**config.mk**
```make
export PLATFORM = sky130hd
export DESIGN_NAME = pulse_timer
export DESIGN_NICKNAME = d
export VERILOG_FILES = /design/src/rtl/pg_pkg.sv /design/src/rtl/pg_ctrl.sv /design/src/rtl/pg_cmp_bank.sv /design/src/rtl/pg_counter.sv /design/src/rtl/pg_out.sv /design/src/rtl/pulse_timer.sv
export SDC_FILE = /design/constraint.sdc
export NUM_CORES = 1
export LEC_CHECK = 0
export BUFFER_PORTS_ARGS = -buffer_cell sky130_fd_sc_hd__buf_2
export CORE_AREA = 3 3 86 88
export CTS_BUF_LIST = sky130_fd_sc_hd__clkbuf_16
export CTS_CLUSTER_SIZE = 24
export DETAILED_ROUTE_END_ITERATION = 10
export DIE_AREA = 0 0 89 91
export HOLD_SLACK_MARGIN = 0.1
export PLACE_DENSITY = 0.91
export SETUP_SLACK_MARGIN = 0.4
export SLEW_MARGIN = 20
export SYNTH_ARGS = -nofsm -noshare
export SYNTH_HDL_FRONTEND = slang
export SYNTH_HIERARCHICAL = 1
export SYNTH_SLANG_ARGS = --single-unit
```
**constraint.sdc**
```tcl
create_clock -name clk -period 5.9 [get_ports clk]
set_input_delay 0.59 -clock clk [delete_from_list [all_inputs] [get_ports clk]]
set_output_delay 0.59 -clock clk [all_outputs]
set_load 0.01 [all_outputs]
```
**src/rtl/pg_pkg.sv**
```systemverilog
// Shared definitions for the pulse timer: compare channel indices and the
// control write bundle. Assumes two compare channels (period and edge).
package pg_pkg;
    localparam int NUM_CH    = 2;
    localparam int CH_PERIOD = 0;
    localparam int CH_EDGE   = 1;

    typedef struct packed {
        logic run;
        logic oneshot;
        logic idle_hi;
        logic dbuf;
    } pg_ctrl_t;
endpackage

```
**src/rtl/pg_ctrl.sv**
```systemverilog
// Control state of the pulse timer: run bit, one-shot select, idle level
// and double-buffer enable. Idle level and buffering are accepted only
// while stopped. A software write to run wins over the one-shot auto-stop.
module pg_ctrl
    import pg_pkg::*;
(
    input  logic     clk,
    input  logic     rst_n,
    input  logic     ctrl_we,
    input  pg_ctrl_t wr,
    input  logic     match_a,
    output logic     run_q,
    output logic     run_nxt,
    output logic     oneshot_q,
    output logic     idle_q,
    output logic     idle_nxt,
    output logic     dbuf_q
);
    // next run and idle-level values, shared with counter and output stage
    always_comb begin
        run_nxt = run_q;
        if (ctrl_we)
            run_nxt = wr.run;
        else if (match_a && oneshot_q)
            run_nxt = 1'b0;
        idle_nxt = (ctrl_we && !run_q) ? wr.idle_hi : idle_q;
    end

    // control registers
    always_ff @(posedge clk) begin
        if (!rst_n) begin
            run_q     <= 1'b0;
            oneshot_q <= 1'b0;
            idle_q    <= 1'b0;
            dbuf_q    <= 1'b0;
        end else begin
            run_q  <= run_nxt;
            idle_q <= idle_nxt;
            if (ctrl_we)
                oneshot_q <= wr.oneshot;
            if (ctrl_we && !run_q)
                dbuf_q <= wr.dbuf;
        end
    end
endmodule

```
**src/rtl/pg_cmp_bank.sv**
```systemverilog
// Compare value bank: one shadow and one active register per channel.
// A write loads the active value directly when load_now is set, otherwise
// only the shadow; reload copies every shadow into its active register.
module pg_cmp_bank
    import pg_pkg::*;
#(
    parameter int CNT_W = 16
) (
    input  logic                         clk,
    input  logic                         rst_n,
    input  logic [NUM_CH-1:0]            wr_en,
    input  logic [NUM_CH-1:0][CNT_W-1:0] wr_val,
    input  logic                         load_now,
    input  logic                         reload,
    output logic [NUM_CH-1:0][CNT_W-1:0] act
);
    for (genvar g = 0; g < NUM_CH; g++) begin : g_ch
        localparam logic [CNT_W-1:0] RST_V = (g == CH_PERIOD) ? {CNT_W{1'b1}} : '0;
        logic [CNT_W-1:0] shadow_q;
        logic [CNT_W-1:0] act_q;

        // shadow copy always follows writes
        always_ff @(posedge clk) begin
            if (!rst_n)
                shadow_q <= RST_V;
            else if (wr_en[g])
                shadow_q <= wr_val[g];
        end

        // active value: direct write or reload from shadow
        always_ff @(posedge clk) begin
            if (!rst_n)
                act_q <= RST_V;
            else if (wr_en[g] && load_now)
                act_q <= wr_val[g];
            else if (reload)
                act_q <= shadow_q;
        end

        assign act[g] = act_q;
    end
endmodule

```
**src/rtl/pg_counter.sv**
```systemverilog
// Up-counter with equality matches against the period and edge values.
// Matches are evaluated on the pre-increment count of a ticking cycle;
// the count is held at zero whenever the timer is (or is becoming) stopped.
module pg_counter #(
    parameter int CNT_W = 16
) (
    input  logic             clk,
    input  logic             rst_n,
    input  logic             run_q,
    input  logic             run_nxt,
    input  logic             tick,
    input  logic [CNT_W-1:0] cmp_a,
    input  logic [CNT_W-1:0] cmp_b,
    output logic [CNT_W-1:0] cnt_q,
    output logic             match_a,
    output logic             match_b
);
    // match detection on ticking cycles only
    always_comb begin
        match_a = run_q && tick && (cnt_q == cmp_a);
        match_b = run_q && tick && (cnt_q == cmp_b);
    end

    // count register, natural wrap at all ones
    always_ff @(posedge clk) begin
        if (!rst_n)
            cnt_q <= '0;
        else if (!run_nxt || match_a)
            cnt_q <= '0;
        else if (run_q && tick)
            cnt_q <= cnt_q + 1'b1;
    end
endmodule

```
**src/rtl/pg_out.sv**
```systemverilog
// Output stage: pulse pin register and interrupt pulse. The pin takes the
// idle level on the same edge that the timer stops; period match beats
// edge match if both hit together.
module pg_out (
    input  logic clk,
    input  logic rst_n,
    input  logic run_nxt,
    input  logic idle_q,
    input  logic idle_nxt,
    input  logic match_a,
    input  logic match_b,
    output logic pulse_out,
    output logic irq
);
    // pulse pin and interrupt registers
    always_ff @(posedge clk) begin
        if (!rst_n) begin
            pulse_out <= 1'b0;
            irq       <= 1'b0;
        end else begin
            irq <= match_a;
            if (!run_nxt)
                pulse_out <= idle_nxt;
            else if (match_a)
                pulse_out <= idle_q;
            else if (match_b)
                pulse_out <= ~idle_q;
        end
    end
endmodule

```
**src/rtl/pulse_timer.sv**
```systemverilog
// Programmable pulse generator timer top. Assumes the period value is
// larger than the edge value and that tick is already prescaled.
module pulse_timer
    import pg_pkg::*;
#(
    parameter int CNT_W = 16
) (
    input  logic             clk,
    input  logic             rst_n,
    input  logic             ctrl_we,
    input  logic             ctrl_run,
    input  logic             ctrl_oneshot,
    input  logic             ctrl_idle_hi,
    input  logic             ctrl_dbuf,
    input  logic             per_we,
    input  logic [CNT_W-1:0] per_val,
    input  logic             edge_we,
    input  logic [CNT_W-1:0] edge_val,
    input  logic             tick,
    output logic             pulse_out,
    output logic             irq,
    output logic             running
);
    pg_ctrl_t                    wr;
    logic                        run_q, run_nxt, oneshot_q, idle_q, idle_nxt, dbuf_q;
    logic [CNT_W-1:0]            cnt_q;
    logic                        match_a, match_b;
    logic [NUM_CH-1:0]           cmp_we;
    logic [NUM_CH-1:0][CNT_W-1:0] cmp_wval;
    logic [NUM_CH-1:0][CNT_W-1:0] cmp_act;

    // bundle write-port fields
    always_comb begin
        wr                  = '{run: ctrl_run, oneshot: ctrl_oneshot,
                                idle_hi: ctrl_idle_hi, dbuf: ctrl_dbuf};
        cmp_we[CH_PERIOD]   = per_we;
        cmp_we[CH_EDGE]     = edge_we;
        cmp_wval[CH_PERIOD] = per_val;
        cmp_wval[CH_EDGE]   = edge_val;
    end

    pg_ctrl u_ctrl (
        .clk(clk), .rst_n(rst_n), .ctrl_we(ctrl_we), .wr(wr), .match_a(match_a),
        .run_q(run_q), .run_nxt(run_nxt), .oneshot_q(oneshot_q),
        .idle_q(idle_q), .idle_nxt(idle_nxt), .dbuf_q(dbuf_q)
    );

    pg_cmp_bank #(.CNT_W(CNT_W)) u_cmp (
        .clk(clk), .rst_n(rst_n), .wr_en(cmp_we), .wr_val(cmp_wval),
        .load_now(!dbuf_q || !run_q), .reload(match_a && dbuf_q), .act(cmp_act)
    );

    pg_counter #(.CNT_W(CNT_W)) u_cnt (
        .clk(clk), .rst_n(rst_n), .run_q(run_q), .run_nxt(run_nxt), .tick(tick),
        .cmp_a(cmp_act[CH_PERIOD]), .cmp_b(cmp_act[CH_EDGE]),
        .cnt_q(cnt_q), .match_a(match_a), .match_b(match_b)
    );

    pg_out u_out (
        .clk(clk), .rst_n(rst_n), .run_nxt(run_nxt), .idle_q(idle_q),
        .idle_nxt(idle_nxt), .match_a(match_a), .match_b(match_b),
        .pulse_out(pulse_out), .irq(irq)
    );

    assign running = run_q;
endmodule

```
* Yosys cells after proc, flatten, opt, wreduce, memory -nomap -nowiden *
Cells that the tools add are included.

word-level totals
  register bits = 86
  input bits = 42
  word-level logic and storage cells = 43

cells by class
  $add $sub $neg = 1
  eq/ne operators = 3
  mux-type cells = 10
  bitwise logic cells = 2
  reduce and logical (&&, ||, !) cells = 16

operators by type and width
  cell                     number
  $mux W16                 4
  $eq A16 B16 Y1           2
  $add A16 B1 Y16 const B  1
  $logic_and A1 B1 Y1      8
  $mux W1                  6
  $reduce_bool A2 Y1       2
  $logic_not A1 Y1         3
  $ne A3 B3 Y1 const B     1
  $logic_or A1 B1 Y1       2
  $not A1 Y1               2
  $reduce_or A2 Y1         1

* Depth between registers and ports, before layout *
Gate-level depths: netlist of the first run.

  depth in word-level cells = 8
  gate-level depth with buffers = 12
  mapped depth without buffers = 10

* Modules after synthesis *
The synthesis of the first run kept the hierarchy.

by module, submodules not included
  module       times used  cells an instance  area an instance (µm²)  seq. area each (µm²)
  pg_cmp_bank  1           232                2,765.2                 1,281.2
  pg_counter   1           133                1,127.3                 320.3
  pg_ctrl      1           16                 176.4                   80.1
  pg_out       1           8                  73.8                    40.0
  pulse_timer  1           2                  10.0                    0.0

* Least setup slack after synthesis of the first run *
OpenSTA, ideal clock, no wires.

  path type = flip-flop to flip-flop
  from = register u_cnt.cnt_q[2]
  to = register u_cmp.g_ch[1].act_q[10]
  data arrival time = 2,380 ps
  data required time = 5,784 ps
  setup slack = 3,404 ps
  stages on the path, launching flop included = 11
  period minus slack after synthesis = 2,496 ps
  path through = dfxtp_1 -> buf_4 -> xor2_1 -> nor4_1 -> nand2_1 -> nor4_1 -> and2_1 -> buf_6 -> buf_12 -> mux2_4 -> o211a_1

on the way
  word-level cells in the longest chain between the ends = 4

RTL lines
  element                       RTL line           text
  start: declaration            pg_counter.sv:14   output logic [CNT_W-1:0] cnt_q,
  start signal: assignment      pg_counter.sv:31   cnt_q <= cnt_q + 1'b1;
  $eq A16 B16 Y1                pg_counter.sv:20   match_a = run_q && tick && (cnt_q == cmp_a);
  $logic_and A1 B1 Y1           pg_counter.sv:20
  named net match_a             pulse_timer.sv:27  logic match_a, match_b;
  $logic_and A1 B1 Y1           pulse_timer.sv:50  .load_now(!dbuf_q || !run_q), .reload(match_a && dbuf_q), .act(cmp_act)
  $reduce_bool A2 Y1 (no line)  n/a
  end signal: assignment        pg_cmp_bank.sv:35  act_q <= wr_val[g];
  end signal: assignment        pg_cmp_bank.sv:37  act_q <= shadow_q;
  end: declaration              pg_cmp_bank.sv:20  logic [CNT_W-1:0] act_q;

The timed path passes the listed nets, and every way through them passes these cells.
A chain may end at the register's enable or synchronous reset.

* Worst setup path in the final report of the first run *
  from = register u_cnt.cnt_q[4]
  to = register u_cmp.g_ch[1].act_q[15]

Same word-level chain as after synthesis.

==> key figures, run 1 <==
STA
  – Setup violators final: 0
  – Final min period: 3370 ps
  – Slew Viols, Final: 0
  – Setup Skew: 8.07 ps
  – Highest Clock Rate: 297 MHz
  – Slew margin rel.: 32.8%
  – TNS Setup: 0 ps
  – Worst Tran Pin Value: 1010 ps
  – Final hold vios: 0
  – Fin crit share: 57.1%
  – Unrepaired setup endpoints after global routing: no

Clock network
  – Clk_lat worst skew: 340 ps
  – CTS sink cnt: 86
  – Num CTS Buffers: 9
  – Clk pin slew, worst setup/hold paths: 60 ps
  – Hold bufs inserted after CTS: 0
  – Postcts setup bufs: 0
  – CTS max path bufs: 2
  – CTS root buf: clkbuf_16
  – Max H-tree Level: 3
  – CTS tree: done
  – Cts repair resizes: 0

Job
  – Max-cap violations: 0

Routing
  – Vias per cell: 5.88
  – Pre-Repair DR Iteration Count: 5
  – Residual DRC: 0
  – Post-route ant nets: 0
  – Initial drt markers: 216
  – WL per Instance: 17.4 µm
  – Via count: 2959
  – Total Wirelength: 8730 µm

Floorplanning
  – Die area: 8100 µm²
  – Initial core utilization: 61.8%
  – Ports: 45
  – Area of the core: 6720 µm²
  – Die Span Y: 91 µm
  – Row count: 30
  – Horiz. Die Dim: 89 µm

Global route
  – First-pass GRT wire length: 14400 µm
  – Number of global-route vias before repair: 3030
  – Largest net degree at the start of global routing: 58
  – GRT Util Overall: 22.7%
  – GRT overflow: 0
  – Initial antenna violation count: 0

Logic synthesis
  – Main synth FF type: dfxtp_1
  – Syn Nets: 434
  – Simple-Gate Fraction of Synth Area: 15.8%
  – Post-Synth Adder-Cell Area: 0.301%
  – Synth Warn #: 6
  – Sequential share of the synthesized area: 41.5%
  – Area share of xor/xnor cells in the synthesized design: 9.91%
  – Mapped Cells: 391
  – Post-Syn Area: 4150 µm²
  – Asr flop ratio synth: 0%
  – #FFs+latches synth: 86
  – Largest family of logic cells by synthesized area: multiplexers
  – Mapped Avg Cell Area: 10.6 µm²
  – EDFF count, synth: 0
  – Post-synthesis cell type count: 38
  – Mux cell area share after synthesis: 18.2%
  – Compound-cell area share of the yosys netlist: 8.68%

Finish
  – Reg area: 1720 µm²
  – Post-Layout Inst Area: 4560 µm²
  – Layout cells sized above 1: 21.3%
  – Antenna cells: 0
  – Layout overhead on the synthesized area: 9.85%
  – FILL cells: 488
  – Commonest non-fill, non-tap cell in the layout: dfxtp_1
  – Post-layout nets: 461
  – Commonest cells after routing, fill and taps aside: 86 x dfxtp_1, 51 x mux2i_1, 44 x buf_2
  – Multi-input gate area: 2200 µm²
  – Layout Utilization: 67.9%

Worst setup path
  – CP Capture Point: u_cmp/g_ch[1].act_q[15]$_SDFFE_PN0P_
  – CP peak stage delay: 920 ps
  – Setup CP Type: flip-flop to flip-flop
  – Cell mode on critical path: nor4_1
  – Reg-to-Reg Start: u_cnt/cnt_q[4]$_SDFFE_PP0P_
  – Crit path depth: 7
  – Crit start category: flip-flop
  – Worst r2r path cells: 7
  – Crit. End Element: flip-flop
  – CP max stage cell: and2_2
  – Worst EP arrival: 3600 ps
  – Crit-path cells: xor2_1 -> nor4_1 -> nand2_1 -> nor4_1 -> and2_2 -> mux2_2 -> o211a_1
  – R2R setup slack: 2530 ps
  – CP required: 6130 ps
  – CP top delay family: simple AND/OR/NAND/NOR gates
  – R2r endpoint: u_cmp/g_ch[1].act_q[15]$_SDFFE_PN0P_
  – Worst setup path start: u_cnt/cnt_q[4]$_SDFFE_PP0P_
  – WP buf/inv: 0
  – Worst-path fanout max: 32

Hold path
  – HP Class: flip-flop to flip-flop

Pwr
  – PwrDens: 289 nW/µm²
  – VDD IR max: 0.000165 V
  – Lkg Pwr: 1.92 nW

Place
  – DP Area: 4260 µm²
  – HPWL after detailed placement: 5850 µm
  – # port buffers: 44
  – Placer Congestion: 0.957

Run status
  – Outcome: complete, no violations
==> cell usage after synthesis (5+ instances only) <==
cell type  instances  share of area, %
dfxtp_1           86                41
mux2i_1           51                12
nand2_1           29               2.6
xnor2_1           28               5.9
xor2_1            19               4.0
nor2b_1           18               2.7
nand3b_1          17               3.1
nor2_1            17               1.5
a2bb2oi_1         16               3.4
o211a_1           16               3.9
mux2_4            14               5.1
clkbuf_1           9              0.81
buf_6              8               2.2
nand4_1            8               1.2
buf_2              7              0.84
nand3_1            7              0.84
and2_1             5              0.75
nor4_1             5              0.75
==> cell type report <==
type                    count  area share, %
inverters                   2          0.165
flip-flops and latches     86           37.7
multi-input cells         273           48.2
repair buffers             46           5.16
well taps                  80           2.19
clock inverters             7           1.62
clock buffers               9           4.94
==> logic make-up after synthesis <==
logic type / count (synthesis)
AND/OR/NAND/NOR: 119
flip-flops: 86
XOR/XNOR: 47
AO/OA/AOI/OAI: 38
multiplexers: 68
buffers and inverters: 32
adder cells (fa/ha/maj): 1
==> stage by stage <==
step	total power, mW	std cells	hold slack, ps	setup slack [ps]
finish	1.32	503	478	2530
global route	1.36	503	493	2250
CTS	1.32	503	479	2560
detailed placement	0.766	487	462	2540
global placement	0.760	487	453	2650
floorplan	0.732	391	441	3400
==> flip-flops by register name, indices dropped and copies added (netlist names) <==
register,flops
u_ctrl/dbuf_q,1
u_ctrl/run_q,1
u_cmp/g_ch.shadow_q,32
u_ctrl/idle_q,1
u_cnt/cnt_q,16
u_cmp/g_ch.act_q,32
u_ctrl/oneshot_q,1
u_out/irq,1
u_out/pulse_out,1
==> worst min-delay path by stage <==
stage,from,to,slack (ps),cells after the start
after global routing,per_val[15],u_cmp/g_ch[0].shadow_q[15]$_SDFFE_PN1P_,490,3
after global placement,u_cmp/g_ch[0].shadow_q[9]$_SDFFE_PN1P_,u_cmp/g_ch[0].shadow_q[9]$_SDFFE_PN1P_,450,2
after floorplan,u_cmp/g_ch[0].shadow_q[10]$_SDFFE_PN1P_,u_cmp/g_ch[0].shadow_q[10]$_SDFFE_PN1P_,440,2
after detailed placement,u_cmp/g_ch[0].shadow_q[13]$_SDFFE_PN1P_,u_cmp/g_ch[0].shadow_q[13]$_SDFFE_PN1P_,460,2
after CTS,per_val[1],u_cmp/g_ch[0].shadow_q[1]$_SDFFE_PN1P_,480,3
final,u_cmp/g_ch[0].shadow_q[13]$_SDFFE_PN1P_,u_cmp/g_ch[0].shadow_q[13]$_SDFFE_PN1P_,480,2
==> routing by layer <==
layer  global-route usage (%)  routed length (µm)  up-vias
li1                         -                   -     1420
met1                     28.7                3790     1426
met2                     37.4                4250       88
met3                     4.17                 444       25
met4                     9.68                 240        0
met5                        0                   0        -
==> where the power goes <==
group	leakage, nW	switching, mW	internal (mW)	total [mW]
clock	0.134	0.233	0.328	0.562
sequential	0.709	0.0229	0.611	0.634
combinational	1.08	0.0553	0.0670	0.122
==> worst reg2reg max path: stages (launching register included) <==
cell     delay [ps]
dfxtp_1         500
xor2_1          120
nor4_1          310
nand2_1         170
nor4_1          600
and2_2          920
mux2_2          440
o211a_1         200
Note: power is estimated with default switching activity, not from simulation.
==> run 2: changes to the inputs <==
- CORE_AREA: 3 3 86 88 -> 3 3 89 91
- DIE_AREA: 0 0 89 91 -> 0 0 92 94
- PLACE_DENSITY: 0.91 -> 0.87
- clock period: 5.9 -> 3.5 ns (I/O delays scaled with it)
==> run 2 against run 1 <==
- clock power rose by 87%
- fmax is 20% higher
- sequential cell count stayed put
- sequential share of layout area is 0.63 points lower
- core utilization down 3.6 points
- critical path type unchanged
==> key figures, run 2 (same netlist as run 1, synthesis figures left out) <==
Run status
  – Outcome: complete, no violations

Job
  – Max-cap violations: 0 (unchanged)

Pwr
  – Lkg Pwr: 1.97 nW (+2.3%)
  – P_int: 1.78 mW (+77%)
  – Flop pwr share: 46.0% (-2.1 points)
  – PwrDens: 500 nW/µm² (+73%)
  – Switching Fraction: 23.4% (-0.21 points)
  – P_sw: 0.544 mW (+75%)
  – Clock power share: 45.1% (+2.5 points)
  – Logic pwr share: 8.9% (-0.4 points)
  – VDD IR max: 0.000294 V (+78%)
  – Power after layout: 2.32 mW (+76%)

Routing
  – Vias per cell: 5.56 (-5.6%)
  – Pre-Repair DR Iteration Count: 4 (-1)
  – Residual DRC: 0 (unchanged)
  – Post-route ant nets: 0 (unchanged)
  – Initial drt markers: 212 (-1.9%)
  – WL per Instance: 16.8 µm (-3.2%)
  – Total Wirelength: 8810 µm (+0.99%)
  – Via count: 2917 (-1.4%)

Hold path
  – HP Class: input port to flip-flop
  – Worst hold start: per_val[4]
  – Hold Crit Depth: 3 (+1)

Clock network
  – Num CTS Buffers: 9 (unchanged)
  – CTS tree: done
  – CTS root buf: clkbuf_16
  – Clk pin slew, worst setup/hold paths: 70 ps (about the same)
  – CTS max path bufs: 2 (unchanged)
  – Hold bufs inserted after CTS: 0 (unchanged)
  – Clk_lat worst skew: 340 ps (about the same)
  – CTS sink cnt: 86 (unchanged)
  – Max H-tree Level: 3 (unchanged)

Floorplanning
  – Horiz. Die Dim: 92 µm (+3.4%)
  – Die area: 8650 µm² (+6.8%)
  – Initial core utilization: 57.6% (-4.2 points)
  – Ports: 45 (unchanged)
  – Area of the core: 7210 µm² (+7.4%)
  – Row count: 31 (+3.3%)
  – Die Span Y: 94 µm (+3.3%)

Global route
  – GRT Util Overall: 21.6% (-1.1 points)
  – Number of global-route vias before repair: 3060 (+0.99%)
  – GRT Max-Usage Layer: met2
  – First-pass GRT wire length: 14800 µm (+2.8%)
  – GRT met1 Usage: 26.6% (-2.1 points)
  – Grt met3 use: 3.93% (-0.25 points)
  – Met2 Usage GRT: 37.5% (+0.093 points)
  – Initial antenna violation count: 0 (unchanged)
  – GRT overflow: 0 (unchanged)
  – Largest net degree at the start of global routing: 34 (-41%)

Finish
  – Top Registers: u_cmp/g_ch.act_q x32, u_cmp/g_ch.shadow_q x32, u_cnt/cnt_q x16
  – Layout cells sized above 1: 21.8% (+0.55 points)
  – FILL cells: 568 (+16%)
  – Layout overhead on the synthesized area: 11.7%
  – Commonest cells after routing, fill and taps aside: 86 x dfxtp_1, 51 x mux2i_1, 44 x buf_2
  – Multi-input gate area: 2200 µm² (about the same)
  – Antenna cells: 0 (unchanged)
  – Post-layout nets: 464 (+0.65%)
  – Layout Utilization: 64.3% (-3.6 points)
  – Non-Filler Instances: 525 (+4.4%)
  – Reg area: 1720 µm² (unchanged)
  – Commonest non-fill, non-tap cell in the layout: dfxtp_1

Worst setup path
  – Reg-to-Reg Start: u_cnt/cnt_q[4]$_SDFFE_PP0P_
  – CP required: 3690 ps (-2440 ps)
  – Worst r2r path cells: 9 (+2)
  – Crit. End Element: flip-flop
  – Worst-path fanout max: 18 (-44%)
  – Worst setup path start: u_cnt/cnt_q[4]$_SDFFE_PP0P_
  – Setup CP Type: flip-flop to flip-flop
  – Worst EP arrival: 3000 ps (-600 ps)
  – Crit start category: flip-flop

STA
  – Highest Clock Rate: 356 MHz (+20%)
  – Fin crit share: 80.3% (+23 points)
  – Slew margin rel.: 48.6% (+16 points)
  – Final hold vios: 0 (unchanged)
  – Final min period: 2810 ps (-557 ps)
  – Worst Tran Pin Value: 770 ps (-238 ps)
  – Slew Viols, Final: 0 (unchanged)
  – Setup ws final: 690 ps (-1840 ps)
  – Unrepaired setup endpoints after global routing: no
  – TNS Setup: 0 ps (unchanged)
  – Setup Skew: 8.42 ps (+0.350 ps)
  – Setup violators final: 0 (unchanged)

Place
  – Placed cell count: 509 (+4.5%)
  – HPWL after detailed placement: 6120 µm (+4.7%)
  – # port buffers: 44 (unchanged)
  – Pre-CTS setup slack: 542 ps (-2000 ps)
  – Placer Congestion: 0.882 (-7.8%)
-- run 2: power groups by stage --
stage	Clock [mW]	Sequential, mW	Combinational, mW
final	1.05	1.07	0.206
after global placement	0	1.09	0.195
after global routing	1.09	1.07	0.227
after CTS	1.06	1.07	0.205
after detailed placement	0	1.09	0.204
after floorplan	0	1.08	0.158
-- run 2: area by class of cell --
class	count	share of cell area, %
multi-input combinational	273	47.4
tap	99	2.67
inverter	2	0.162
clock buffer	9	4.85
timing repair buffer	49	5.56
sequential	86	37.1
clock inverter	7	2.24
-- run 2: worst max-delay path: stages (launching register included) --
cell and delay (ps):
dfxtp_1 520, xor2_1 130, nor4_1 380, nand2_1 180, nor4_1 340, buf_4 190, and2_4 360, buf_4 270
mux2i_1 220, a2bb2oi_1 90
-- run 2: final timing paths --
kind	to	slack, ps
worst max-delay path	u_cmp/g_ch[0].act_q[11]$_SDFFE_PN1P_	690
worst min-delay path	u_cmp/g_ch[0].shadow_q[4]$_SDFFE_PN1P_	240
worst max register to register	u_cmp/g_ch[0].act_q[11]$_SDFFE_PN1P_	690
worst min register to register	u_cmp/g_ch[0].shadow_q[0]$_SDFFE_PN1P_	480
-- run 2: metrics by stage --
stage | instance area, µm² | hold slack (ps)
CTS | 4640 | 232
floorplan | 4150 | 441
finish | 4640 | 239
global placement | 4310 | 457
detailed placement | 4310 | 461
global route | 4640 | 263
-- run 2: metal layers --
metal | vias to the layer above | wire, µm
li1 | 1428 | -
met1 | 1411 | 3820
met2 | 68 | 4540
met3 | 10 | 337
met4 | 0 | 121
met5 | - | 0
-- run 2: timing repair --
action / 4_1_cts / 5_1_grt
endpoints found under the setup margin: 0 / 17
buffers inserted: 0 / 0
resized for setup: 0 / 1
hold endpoints to repair: 0 / 0
==> run 3: changes to the inputs <==
- ABC_AREA: unset -> 1
- CORE_AREA: 3 3 89 91 -> 3 3 95 97
- DIE_AREA: 0 0 92 94 -> 0 0 98 100
- PLACE_DENSITY: 0.87 -> 0.83
- clock period: 3.5 -> 2.25 ns (I/O delays scaled with it)
==> run 3 against run 2 <==
- cell count is 54% higher
- combinational power rose by 90%
- cell area grew 17%
- sequential power rose by 56%
- critical endpoint is now u_cmp/g_ch[1].act_q[11]$_SDFFE_PN0P_
- area after synthesis rose by 4.5%
- die area rose by 13%
- clock power grew 46%
==> key figures, run 3 <==
Run status
  – Outcome: complete, no violations

Finish
  – Commonest cells after routing, fill and taps aside: 159 x nand2_1, 90 x nand3_1, 68 x dfxtp_1
  – Top Registers: u_cmp/g_ch.act_q x32, u_cmp/g_ch.shadow_q x32, u_cnt/cnt_q x16
  – Post-layout nets: 743 (+60%)
  – FILL cells: 595 (+4.8%)
  – Layout overhead on the synthesized area: 25.1%
  – Antenna cells: 0 (unchanged)
  – Commonest non-fill, non-tap cell in the layout: nand2_1
  – Layout cells sized above 1: 26.4% (+4.6 points)

Routing
  – Post-route ant nets: 0 (unchanged)
  – Initial drt markers: 419 (+98%)
  – Total Wirelength: 13100 µm (+48%)
  – Via count: 4635 (+59%)
  – Vias per cell: 5.72 (+3.0%)
  – Residual DRC: 0 (unchanged)
  – WL per Instance: 16.1 µm (-3.8%)
  – Pre-Repair DR Iteration Count: 6 (+2)

Clock network
  – Max H-tree Level: 3 (unchanged)
  – CTS tree: done
  – Clk pin slew, worst setup/hold paths: 60 ps (about the same)
  – Clk_lat worst skew: 340 ps (about the same)
  – CTS sink cnt: 86 (unchanged)
  – Num CTS Buffers: 9 (unchanged)
  – CTS max path bufs: 2 (unchanged)
  – CTS root buf: clkbuf_16
  – Hold bufs inserted after CTS: 0 (unchanged)

Floorplanning
  – Row count: 33 (+6.5%)
  – Die area: 9800 µm² (+13%)
  – Horiz. Die Dim: 98 µm (+6.5%)
  – Initial core utilization: 52.8% (-4.8 points)
  – Ports: 45 (unchanged)
  – Die Span Y: 100 µm (+6.4%)
  – Area of the core: 8220 µm² (+14%)

Logic synthesis
  – Commonest cells post-synth: 177 x nand2_1, 99 x nand3_1, 86 x dfxtp_1
  – Area fraction of the dominant cell type after synthesis: 39.7% (-1.8 points)
  – Sequential share of the synthesized area: 39.7% (-1.8 points)
  – Post-synthesis cell type count: 32 (-16%)
  – Synth top area cells: dfxtp_1 40%, nand2_1 15%, nand3_1 11%
  – Asr flop ratio synth: 0% (unchanged)
  – Syn Nets: 685 (+58%)
  – Post-Syn Area: 4340 µm² (+4.5%)
  – #FFs+latches synth: 86 (unchanged)
  – Mapped Avg Cell Area: 6.76 µm² (-36%)
  – Mapped Cells: 642 (+64%)
  – Area leader, netlist: dfxtp_1
  – Main synth FF type: dfxtp_1
  – Synth Warn #: 6 (unchanged)
  – Most numerous cell in the Yosys netlist: nand2_1
  – EDFF count, synth: 0 (unchanged)

STA
  – Setup Skew: 5.79 ps (-2.63 ps)
  – Final min period: 2080 ps (-734 ps)
  – TNS Setup: 0 ps (unchanged)
  – Unrepaired setup endpoints after global routing: yes
  – Highest Clock Rate: 482 MHz (+35%)
  – Setup violators final: 0 (unchanged)
  – Hold_ws: 112 ps (-127 ps)
  – Final hold vios: 0 (unchanged)
  – Worst Tran Pin Value: 613 ps (-157 ps)
  – Slew margin rel.: 59.1% (+10 points)
  – Fin crit share: 92.3% (+12 points)
  – Slew Viols, Final: 0 (unchanged)

Pwr
  – PwrDens: 661 nW/µm² (+32%)
  – Lkg Pwr: 2.68 nW (+36%)
  – VDD IR max: 0.000589 V (+100%)

Place
  – HPWL after detailed placement: 7480 µm (+22%)
  – Placer Congestion: 0.979 (+11%)
  – # port buffers: 44 (unchanged)

Worst setup path
  – Crit start category: flip-flop
  – Setup CP Type: flip-flop to flip-flop
  – Crit. End Element: flip-flop
  – CP required: 2540 ps (-1150 ps)
  – Worst r2r path cells: 18 (+9)
  – Worst-path fanout max: 8 (-10)
  – Worst EP arrival: 2360 ps (-640 ps)

Global route
  – Grt met3 use: 5.28% (+1.4 points)
  – Met2 Usage GRT: 40.6% (+3.1 points)
  – GRT Util Overall: 23.9% (+2.3 points)
  – GRT overflow: 0 (unchanged)
  – Largest net degree at the start of global routing: 64 (+88%)
  – First-pass GRT wire length: 19200 µm (+30%)
  – Number of global-route vias before repair: 4169 (+36%)
  – GRT met1 Usage: 28.4% (+1.8 points)
  – GRT Max-Usage Layer: met2
  – Initial antenna violation count: 0 (unchanged)

Hold path
  – Hold Crit Depth: 3 (unchanged)
  – HP Class: input port to flip-flop

Job
  – Max-cap violations: 0 (unchanged)
run 3: changes by cell type in the layout (fill, tap and decap cells not counted), sizes merged, moves of 16 or more:
cell / before / now
mux2: 17 / 0
nand3b: 17 / 1
mux2i: 51 / 0
nand2: 29 / 182
nand3: 7 / 102
a2bb2oi: 16 / 0
inv: 5 / 79
xnor2: 28 / 3
nor2b: 19 / 0
o21ai: 1 / 29
buf: 49 / 75
o211a: 16 / 0
nor2: 20 / 76
run 3: per-stage QoR:
stage | instance area (µm²) | setup WS [ps] | utilization, % | instances | total power [mW]
global route | 5430 | 86.3 | 66.1 | 810 | 3.72
finish | 5430 | 174 | 66.1 | 810 | 3.59
CTS | 5070 | 400 | 61.7 | 797 | 3.55
floorplan | 4350 | 401 | - | 642 | 1.92
global placement | 4610 | 269 | 56.1 | 770 | 2.01
detailed placement | 4610 | 137 | 56.1 | 770 | 2.03
run 3: layout make-up:
class                      count  area [µm²]  area share (%)
tap                          105         131            2.42
clock inverter                 6        60.1            1.11
timing repair buffer          77         559            10.3
inverter                      79         308            5.67
clock buffer                  10         250            4.61
multi-input combinational    447        2360            43.4
sequential                    86        1760            32.5
run 3: cell families after synthesis:
group	Yosys count	synth area share [%]
simple gates	385	40.5
xor+xnor	19	3.84
flops	86	39.7
compound gates	41	5.19
buf+inv	110	10.5
fa+ha+maj	1	0.288
run 3: metal layers:
metal / vias up / part of all wire, %
li1: 2148 / -
met1: 2140 / 38
met2: 275 / 49
met3: 72 / 7.4
met4: 0 / 5.5
met5: - / 0
run 3: report_power, final:
group          total, mW  internal [mW]  switching (mW)
sequential          1.67           1.60          0.0687
clock               1.53          0.921           0.605
combinational      0.392          0.153           0.239
total               3.59           2.68           0.912
run 3: path summary, 6_finish.rpt:
kind | start | slack (ps) | to
setup / recovery | u_cnt/cnt_q[6]$_SDFFE_PP0P_ | 170 | u_cmp/g_ch[1].act_q[11]$_SDFFE_PN0P_
setup reg to reg | u_cnt/cnt_q[6]$_SDFFE_PP0P_ | 170 | u_cmp/g_ch[1].act_q[11]$_SDFFE_PN0P_
hold / removal | per_val[11] | 110 | u_cmp/g_ch[0].shadow_q[11]$_SDFFE_PN1P_
hold reg to reg | u_cmp/g_ch[0].shadow_q[5]$_SDFFE_PN1P_ | 470 | u_cmp/g_ch[0].shadow_q[5]$_SDFFE_PN1P_
run 3: repair_timing:
action                     in CTS  in global routing
resized for setup              19                 74
pin swaps                       3                 14
gates cloned                    1                  2
setup endpoints to repair      48                 49
buffers inserted               10                 11
run 3: worst max-delay path, stage by stage (launching register included):
cell and delay (ps):
dfxtp_4 360, inv_1 80, nand2_1 70, nand2_1 110, nor2_2 170, nand2_1 90, nor2_2 100, nand3_2 100
inv_2 80, nand2_2 70, inv_4 80, buf_6 130, clkbuf_16 170, nand2_1 70, inv_1 60, nand2_1 40
nand3_1 110, nand2_1 70, inv_1 70
